==> src/rtl/fpsw_pkg.sv <==
package fpsw_pkg;
  localparam int WORD_W   = 32;
  localparam int NFLAG    = 5;
  localparam int STICKY_LO = 27;
  localparam int ENA_LO    = 0;
  localparam int RND_LO    = 9;
  localparam int FLUSH_BIT = 5;
  localparam int COND_BIT  = 26;
  localparam int QDEPTH    = 10;
  localparam int CQ_LO     = 11;
  localparam int CQ_HI     = CQ_LO + QDEPTH;
  localparam int TGT_W     = 4;

  typedef enum logic [1:0] {
    RND_NEAREST = 2'd0,
    RND_ZERO    = 2'd1,
    RND_POS     = 2'd2,
    RND_NEG     = 2'd3
  } rnd_t;

  typedef enum logic [1:0] {
    REL_GT  = 2'd0,
    REL_LT  = 2'd1,
    REL_EQ  = 2'd2,
    REL_UNO = 2'd3
  } rel_t;

  // Mask bit picked by a relation: gt->4, lt->3, eq->2, unordered->1
  function automatic logic pick_result(input logic [1:0] rel, input logic [4:0] mask);
    logic r;
    case (rel_t'(rel))
      REL_GT:  r = mask[4];
      REL_LT:  r = mask[3];
      REL_EQ:  r = mask[2];
      default: r = mask[1];
    endcase
    return r;
  endfunction

  function automatic logic [NFLAG-1:0] gather_flags(
    input logic op_v, input logic [NFLAG-1:0] op_f,
    input logic cmp_v, input logic [NFLAG-1:0] cmp_f);
    return (op_v ? op_f : '0) | (cmp_v ? cmp_f : '0);
  endfunction
endpackage

==> src/rtl/fpsw_decode.sv <==
module fpsw_decode
  import fpsw_pkg::*;
(
  input  logic [WORD_W-1:0] word,
  output rnd_t              rnd,
  output logic              flush
);
  always_comb begin
    rnd   = rnd_t'(word[RND_LO+1:RND_LO]);
    flush = word[FLUSH_BIT];
  end
endmodule

==> src/rtl/fpsw_flag_merge.sv <==
module fpsw_flag_merge
  import fpsw_pkg::*;
(
  input  logic [NFLAG-1:0] sticky_cur,
  input  logic [NFLAG-1:0] enables,
  input  logic             op_v,
  input  logic [NFLAG-1:0] op_f,
  input  logic             cmp_v,
  input  logic [NFLAG-1:0] cmp_f,
  output logic [NFLAG-1:0] sticky_nxt,
  output logic             trap_hit
);
  logic [NFLAG-1:0] raised;
  logic [NFLAG-1:0] hit_vec;

  always_comb raised = gather_flags(op_v, op_f, cmp_v, cmp_f);

  for (genvar i = 0; i < NFLAG; i++) begin : g_flag
    always_comb begin
      sticky_nxt[i] = sticky_cur[i] | raised[i];
      hit_vec[i]    = raised[i] & enables[i];
    end
  end

  always_comb trap_hit = |hit_vec;
endmodule

==> src/rtl/fpsw_cond_update.sv <==
module fpsw_cond_update
  import fpsw_pkg::*;
(
  input  logic              cmp_v,
  input  logic [1:0]        rel,
  input  logic [4:0]        mask,
  input  logic [TGT_W-1:0]  target,
  input  logic              cb_cur,
  input  logic [QDEPTH:0]   cq_cur,
  output logic              cb_nxt,
  output logic [QDEPTH:0]   cq_nxt,
  output logic              result
);
  logic queued;

  always_comb begin
    result = pick_result(rel, mask);
    queued = cmp_v && (target == '0);
    cb_nxt = queued ? result : cb_cur;
  end

  // Field index i holds status bit CQ_LO+i; target y lands on index QDEPTH+1-y
  for (genvar i = 0; i <= QDEPTH; i++) begin : g_cq
    logic tgt_hit;
    always_comb begin
      tgt_hit = cmp_v && (target == TGT_W'(QDEPTH + 1 - i));
      if (queued)
        cq_nxt[i] = (i == QDEPTH) ? cb_cur : cq_cur[(i == QDEPTH) ? 0 : i + 1];
      else if (tgt_hit)
        cq_nxt[i] = result;
      else
        cq_nxt[i] = cq_cur[i];
    end
  end
endmodule

==> src/rtl/fpsw_unit.sv <==
module fpsw_unit
  import fpsw_pkg::*;
(
  input  logic              clk,
  input  logic              rst_n,
  input  logic              wr_en,
  input  logic [31:0]       wr_data,
  input  logic              op_done,
  input  logic [4:0]        op_flags,
  input  logic              cmp_done,
  input  logic [1:0]        cmp_rel,
  input  logic [4:0]        cmp_mask,
  input  logic [3:0]        cmp_target,
  input  logic [4:0]        cmp_flags,
  output logic [31:0]       status,
  output logic [1:0]        round_mode,
  output logic              flush_en,
  output logic              trap_req
);
  logic [WORD_W-1:0] word_q, word_d;
  logic              trap_q;

  logic [NFLAG-1:0]  sticky_nxt;
  logic              trap_hit;
  logic              cb_nxt;
  logic [QDEPTH:0]   cq_nxt;
  logic              cmp_result;
  rnd_t              rnd;

  fpsw_flag_merge u_flags (
    .sticky_cur (word_q[STICKY_LO+NFLAG-1:STICKY_LO]),
    .enables    (word_q[ENA_LO+NFLAG-1:ENA_LO]),
    .op_v       (op_done),
    .op_f       (op_flags),
    .cmp_v      (cmp_done),
    .cmp_f      (cmp_flags),
    .sticky_nxt (sticky_nxt),
    .trap_hit   (trap_hit)
  );

  fpsw_cond_update u_cond (
    .cmp_v  (cmp_done),
    .rel    (cmp_rel),
    .mask   (cmp_mask),
    .target (cmp_target),
    .cb_cur (word_q[COND_BIT]),
    .cq_cur (word_q[CQ_HI:CQ_LO]),
    .cb_nxt (cb_nxt),
    .cq_nxt (cq_nxt),
    .result (cmp_result)
  );

  fpsw_decode u_dec (
    .word  (word_q),
    .rnd   (rnd),
    .flush (flush_en)
  );

  always_comb begin
    word_d = word_q;
    if (wr_en) begin
      word_d = wr_data;
    end else begin
      word_d[STICKY_LO+NFLAG-1:STICKY_LO] = sticky_nxt;
      word_d[COND_BIT]                    = cb_nxt;
      word_d[CQ_HI:CQ_LO]                 = cq_nxt;
    end
  end

  always_ff @(posedge clk or negedge rst_n) begin
    if (!rst_n) begin
      word_q <= '0;
      trap_q <= 1'b0;
    end else begin
      word_q <= word_d;
      trap_q <= trap_hit && !wr_en;
    end
  end

  always_comb begin
    status     = word_q;
    round_mode = rnd;
    trap_req   = trap_q;
  end
endmodule

==> config.mk <==
export PLATFORM = sky130hd
export DESIGN_NAME = fpsw_unit
export DESIGN_NICKNAME = d
export VERILOG_FILES = /design/src/rtl/fpsw_pkg.sv /design/src/rtl/fpsw_decode.sv /design/src/rtl/fpsw_flag_merge.sv /design/src/rtl/fpsw_cond_update.sv /design/src/rtl/fpsw_unit.sv
export SDC_FILE = /design/constraint.sdc
export NUM_CORES = 1
export LEC_CHECK = 0
export ABC_AREA = 0
export BUFFER_PORTS_ARGS = -buffer_cell sky130_fd_sc_hd__buf_2
export CAP_MARGIN = 20
export CORE_MARGIN = 2
export CORE_UTILIZATION = 33
export CTS_BUF_LIST = sky130_fd_sc_hd__clkbuf_4 sky130_fd_sc_hd__clkbuf_8 sky130_fd_sc_hd__clkbuf_16
export CTS_CLUSTER_DIAMETER = 200
export DETAILED_ROUTE_END_ITERATION = 12
export GPL_TIMING_DRIVEN = 0
export REMOVE_ABC_BUFFERS = 1
export SYNTH_ARGS = -nofsm -noshare
export SYNTH_HDL_FRONTEND = slang
export SYNTH_HIERARCHICAL = 1
export SYNTH_SLANG_ARGS = --single-unit
==> constraint.sdc <==
create_clock -name clk -period 1.3 [get_ports clk]
set_clock_uncertainty 0.05 [all_clocks]
set_input_delay 0.13 -clock clk [delete_from_list [all_inputs] [get_ports clk]]
set_output_delay 0.13 -clock clk [all_outputs]
set_load 0.01 [all_outputs]
==> run_summary.xml <==
<?xml version="1.0" encoding="UTF-8"?>
<metrics>
  <group name="run_status">
    <metric name="run_status" unit="">finished with violations</metric>
    <metric name="violations" unit="">negative setup slack</metric>
  </group>
  <group name="yosys">
    <metric name="yosysWarnings" unit="">6</metric>
    <metric name="synth-edff-count" unit="">0</metric>
    <metric name="netlist_instances" unit="">153</metric>
    <metric name="post_synth_main_area_contributors" unit="">sky130_fd_sc_hd__dfrtp_1 (43%), sky130_fd_sc_hd__mux2_4 (23%), sky130_fd_sc_hd__a31oi_1 (3.2%), sky130_fd_sc_hd__buf_12 (3.1%), sky130_fd_sc_hd__mux2_2 (2.9%)</metric>
    <metric name="synth.distinct_cells" unit="">35</metric>
    <metric name="synth_async_sr_flop_share" unit="%">100</metric>
    <metric name="synth.cell_area" unit="sq um">1930</metric>
    <metric name="syn_area_per_cell" unit="sq um">12.6</metric>
    <metric name="netlist.area_leader.share" unit="%">42.8</metric>
    <metric name="postSynth.topFlopCell" unit="">sky130_fd_sc_hd__dfrtp_1</metric>
    <metric name="library_cell_occupying_the_most_area_in_the_post_synthesis_netlist" unit="">sky130_fd_sc_hd__dfrtp_1</metric>
    <metric name="number_of_storage_elements_in_the_synthesis_netlist" unit="">33</metric>
    <metric name="seq_total_area_yosys" unit="%">42.8</metric>
  </group>
  <group name="floorplanning">
    <metric name="effective_utilization_at_floorplan" unit="%">34.6</metric>
    <metric name="design.portCount" unit="">94</metric>
    <metric name="coreArea" unit="sq um">5570</metric>
    <metric name="die_area" unit="sq um">6480</metric>
    <metric name="floorplan.die.width" unit="um">80.5</metric>
    <metric name="die_height" unit="um">80.5</metric>
    <metric name="std_cell_rows" unit="">27</metric>
  </group>
  <group name="critical_path">
    <metric name="setup.worst_path.class" unit="">input port to flop</metric>
    <metric name="setup.worst_path.end_class" unit="">flop</metric>
    <metric name="worst_path_most_repeated_cell" unit="">sky130_fd_sc_hd__mux2_4</metric>
    <metric name="critPathSlowestCell" unit="">sky130_fd_sc_hd__or4b_4</metric>
    <metric name="rr_startpoint" unit="">status[26]$_DFF_PN0_</metric>
    <metric name="worst-endpoint-required" unit="ps">1430</metric>
    <metric name="startpoint" unit="">cmp_target[0]</metric>
    <metric name="crit_chain" unit="">buf_12 -&gt; or4b_4 -&gt; or2_4 -&gt; mux2_4 -&gt; mux2_4</metric>
    <metric name="r2r.worst_path.cells" unit="">3</metric>
    <metric name="critical_path.max_stage_delay" unit="ps">530</metric>
    <metric name="regToRegEndpoint" unit="">status[21]$_DFF_PN0_</metric>
    <metric name="crit_fanout" unit="">2</metric>
    <metric name="worstSetupStartpointType" unit="">input port</metric>
    <metric name="worst-endpoint-arrival" unit="ps">1590</metric>
    <metric name="crit_family" unit="">simple AND/OR/NAND/NOR gates</metric>
    <metric name="worst-path-buf-inv" unit="">1</metric>
    <metric name="regToRegSetupSlack" unit="ps">-40</metric>
  </group>
  <group name="clock_network">
    <metric name="cts.clk_slew.worst_paths" unit="ps">70</metric>
    <metric name="cts_sinks" unit="">33</metric>
    <metric name="clk-insertion-delay-late" unit="ps">290</metric>
    <metric name="htree_levels" unit="">2</metric>
    <metric name="num_cts_buffers" unit="">5</metric>
    <metric name="clock_path_buffers" unit="">2</metric>
    <metric name="clock_tree_from_tritoncts" unit="">yes</metric>
    <metric name="clock-root-buffer" unit="">sky130_fd_sc_hd__clkbuf_8</metric>
  </group>
  <group name="detailed_routing">
    <metric name="routed_via_density" unit="">4.98</metric>
    <metric name="final_antenna_net_count" unit="">0</metric>
    <metric name="drtPass1Iterations" unit="">4</metric>
    <metric name="dr.first_iter.drc_count" unit="">76</metric>
    <metric name="wl_per_cell" unit="um">15.0</metric>
    <metric name="detail_route.drc_violations" unit="">0</metric>
    <metric name="total_vias_in_the_final_route" unit="">1597</metric>
    <metric name="wirelength" unit="um">4820</metric>
  </group>
  <group name="finish">
    <metric name="final_common_cell" unit="">sky130_fd_sc_hd__buf_2</metric>
    <metric name="layout.nets" unit="">306</metric>
    <metric name="finalInstanceArea" unit="sq um">2710</metric>
    <metric name="synthToLayoutAreaGrowth" unit="%">40.4</metric>
    <metric name="mostFrequentLayoutCells" unit="">sky130_fd_sc_hd__buf_2 (86), sky130_fd_sc_hd__dfrtp_1 (33), sky130_fd_sc_hd__mux2_4 (32)</metric>
    <metric name="fillerInstances" unit="">527</metric>
    <metric name="number_of_antenna_cells_inserted" unit="">0</metric>
    <metric name="drive_above_1_share" unit="%">68.3</metric>
  </group>
  <group name="placement">
    <metric name="port_buffers" unit="">92</metric>
    <metric name="dp_hpwl" unit="um">3290</metric>
    <metric name="place_worst_setup_slack" unit="ps">-986</metric>
    <metric name="placedInstanceArea" unit="sq um">2350</metric>
    <metric name="place.gp.congestion" unit="">0.749</metric>
  </group>
  <group name="global_route">
    <metric name="gr-total-overflow" unit="">0</metric>
    <metric name="largest_net_degree_at_the_start_of_global_routing" unit="">34</metric>
    <metric name="grt_antenna_before_repair" unit="">0</metric>
    <metric name="grt_first_pass_wirelength" unit="um">7530</metric>
    <metric name="total_track_usage" unit="%">15.4</metric>
    <metric name="first_global_vias" unit="">1497</metric>
  </group>
  <group name="power_and_ir_drop">
    <metric name="power.static_leakage" unit="nW">1.30</metric>
    <metric name="total_power" unit="mW">2.82</metric>
    <metric name="cellPowerDensity" unit="nW/um^2">1040</metric>
    <metric name="peakVddDrop" unit="uV">561</metric>
  </group>
  <group name="sta">
    <metric name="period_needed" unit="ps">1460</metric>
    <metric name="fin_crit_sh" unit="%">112</metric>
    <metric name="max_clock_freq" unit="GHz">0.685</metric>
    <metric name="rsz_0062_raised_after_global_routing" unit="">yes</metric>
    <metric name="report.final.hold_viol_count" unit="">0</metric>
    <metric name="final-setup-viol-count" unit="">12</metric>
    <metric name="slew_violations" unit="">0</metric>
    <metric name="timing.final.ws_setup" unit="ps">-160</metric>
    <metric name="tightest_slew" unit="ps">1030</metric>
    <metric name="max_slew_margin" unit="%">31.3</metric>
  </group>
  <group name="job">
    <metric name="max_cap_violations" unit="">0</metric>
  </group>
  <group name="worst_hold_path">
    <metric name="hold_path_depth" unit="">2</metric>
    <metric name="whs_endpoint" unit="">status[29]$_DFF_PN0_</metric>
    <metric name="hold_path_startpoint" unit="">wr_data[29]</metric>
    <metric name="hold_class" unit="">input port to flop</metric>
  </group>
</metrics>
==> registers in the layout, summed over array words and instances (netlist names) <==
name / cells
status: 32
trap_req: 1
==> synthesized netlist by cell type, types with 2 or more instances <==
master,instances
sky130_fd_sc_hd__or2_2,5
sky130_fd_sc_hd__buf_4,3
sky130_fd_sc_hd__nand3_1,7
sky130_fd_sc_hd__mux2_2,5
sky130_fd_sc_hd__a31oi_1,10
sky130_fd_sc_hd__o31ai_1,2
sky130_fd_sc_hd__nor2b_1,2
sky130_fd_sc_hd__nor3_1,10
sky130_fd_sc_hd__mux2_4,30
sky130_fd_sc_hd__a22o_2,4
sky130_fd_sc_hd__nand4b_1,2
sky130_fd_sc_hd__buf_6,2
sky130_fd_sc_hd__buf_12,3
sky130_fd_sc_hd__nand4_1,2
sky130_fd_sc_hd__clkbuf_1,6
sky130_fd_sc_hd__nor2_1,2
sky130_fd_sc_hd__o21ai_0,7
sky130_fd_sc_hd__dfrtp_1,33
sky130_fd_sc_hd__nand2_1,2
==> worst register-to-register path, delay by kind of cell, from the launching register on <==
kind	cells	cell delay, ps
mux	3	790
flops	1	390
==> per-stage QoR <==
stage	hold WS (ps)	setup TNS (ps)	utilization [%]	std cells
2_1_floorplan	-216	-3810	-	139
3_3_place_gp	190	-11390	42.2	303
3_5_place_dp	205	-11770	42.2	303
4_1_cts	8.23	-627	46.6	318
5_1_grt	4.63	-1350	48.6	321
6_report	16.7	-1060	48.6	321
==> metal layers <==
layer	track usage [%]	wire, um
met3	5.28	412
met4	5.25	65
met2	22.9	2240
met1	20.7	2100
met5	0	0
==> worst max path at each step <==
stage	endpoint	slack, ps	depth (start not counted)
3_3_place_gp	status[26]$_DFF_PN0_	-990	5
6_report	status[26]$_DFF_PN0_	-160	5
3_5_place_dp	status[26]$_DFF_PN0_	-990	5
2_1_floorplan	status[26]$_DFF_PN0_	-610	4
5_1_grt	status[20]$_DFF_PN0_	-160	7
4_1_cts	status[26]$_DFF_PN0_	-170	5
==> kinds of logic (layout without fill, tap and decap cells) <==
family | after synthesis | in the layout | synth area share, %
and+or+nand+nor | 42 | 42 | 13.5
muxes | 36 | 36 | 27.4
DFF | 33 | 33 | 42.8
AOI/OAI and AO/OA | 27 | 27 | 9.53
buffers and inverters | 15 | 111 | 6.80
==> final cells by class <==
| type | count | area (sq um) | share of cell area (%) |
|---|---|---|---|
| multi-input cells | 105 | 1070 | 39.6 |
| inverters | 1 | 3.75 | 0.139 |
| flip-flops and latches | 33 | 826 | 30.5 |
| clock inverters | 1 | 5.00 | 0.185 |
| repair buffers | 102 | 617 | 22.8 |
| well taps | 72 | 90.1 | 3.32 |
| clock buffers | 7 | 96.3 | 3.55 |
==> where the power goes <==
group | switching (mW) | internal [mW]
Combinational | 0.312 | 0.422
Clock | 0.389 | 0.479
Sequential | 0.0816 | 1.13
==> what timing repair did <==
item | 4_1_cts | 5_1_grt
gates resized for setup | 21 | 15
gates cloned | 0 | 1
setup buffers | 6 | 2
hold buffers | 1 | 0
setup endpoints to repair | 12 | 12
endpoints found under the hold margin | 33 | 0
pin swaps | 3 | 3
No activity file was read; power rests on OpenSTA's default activity.
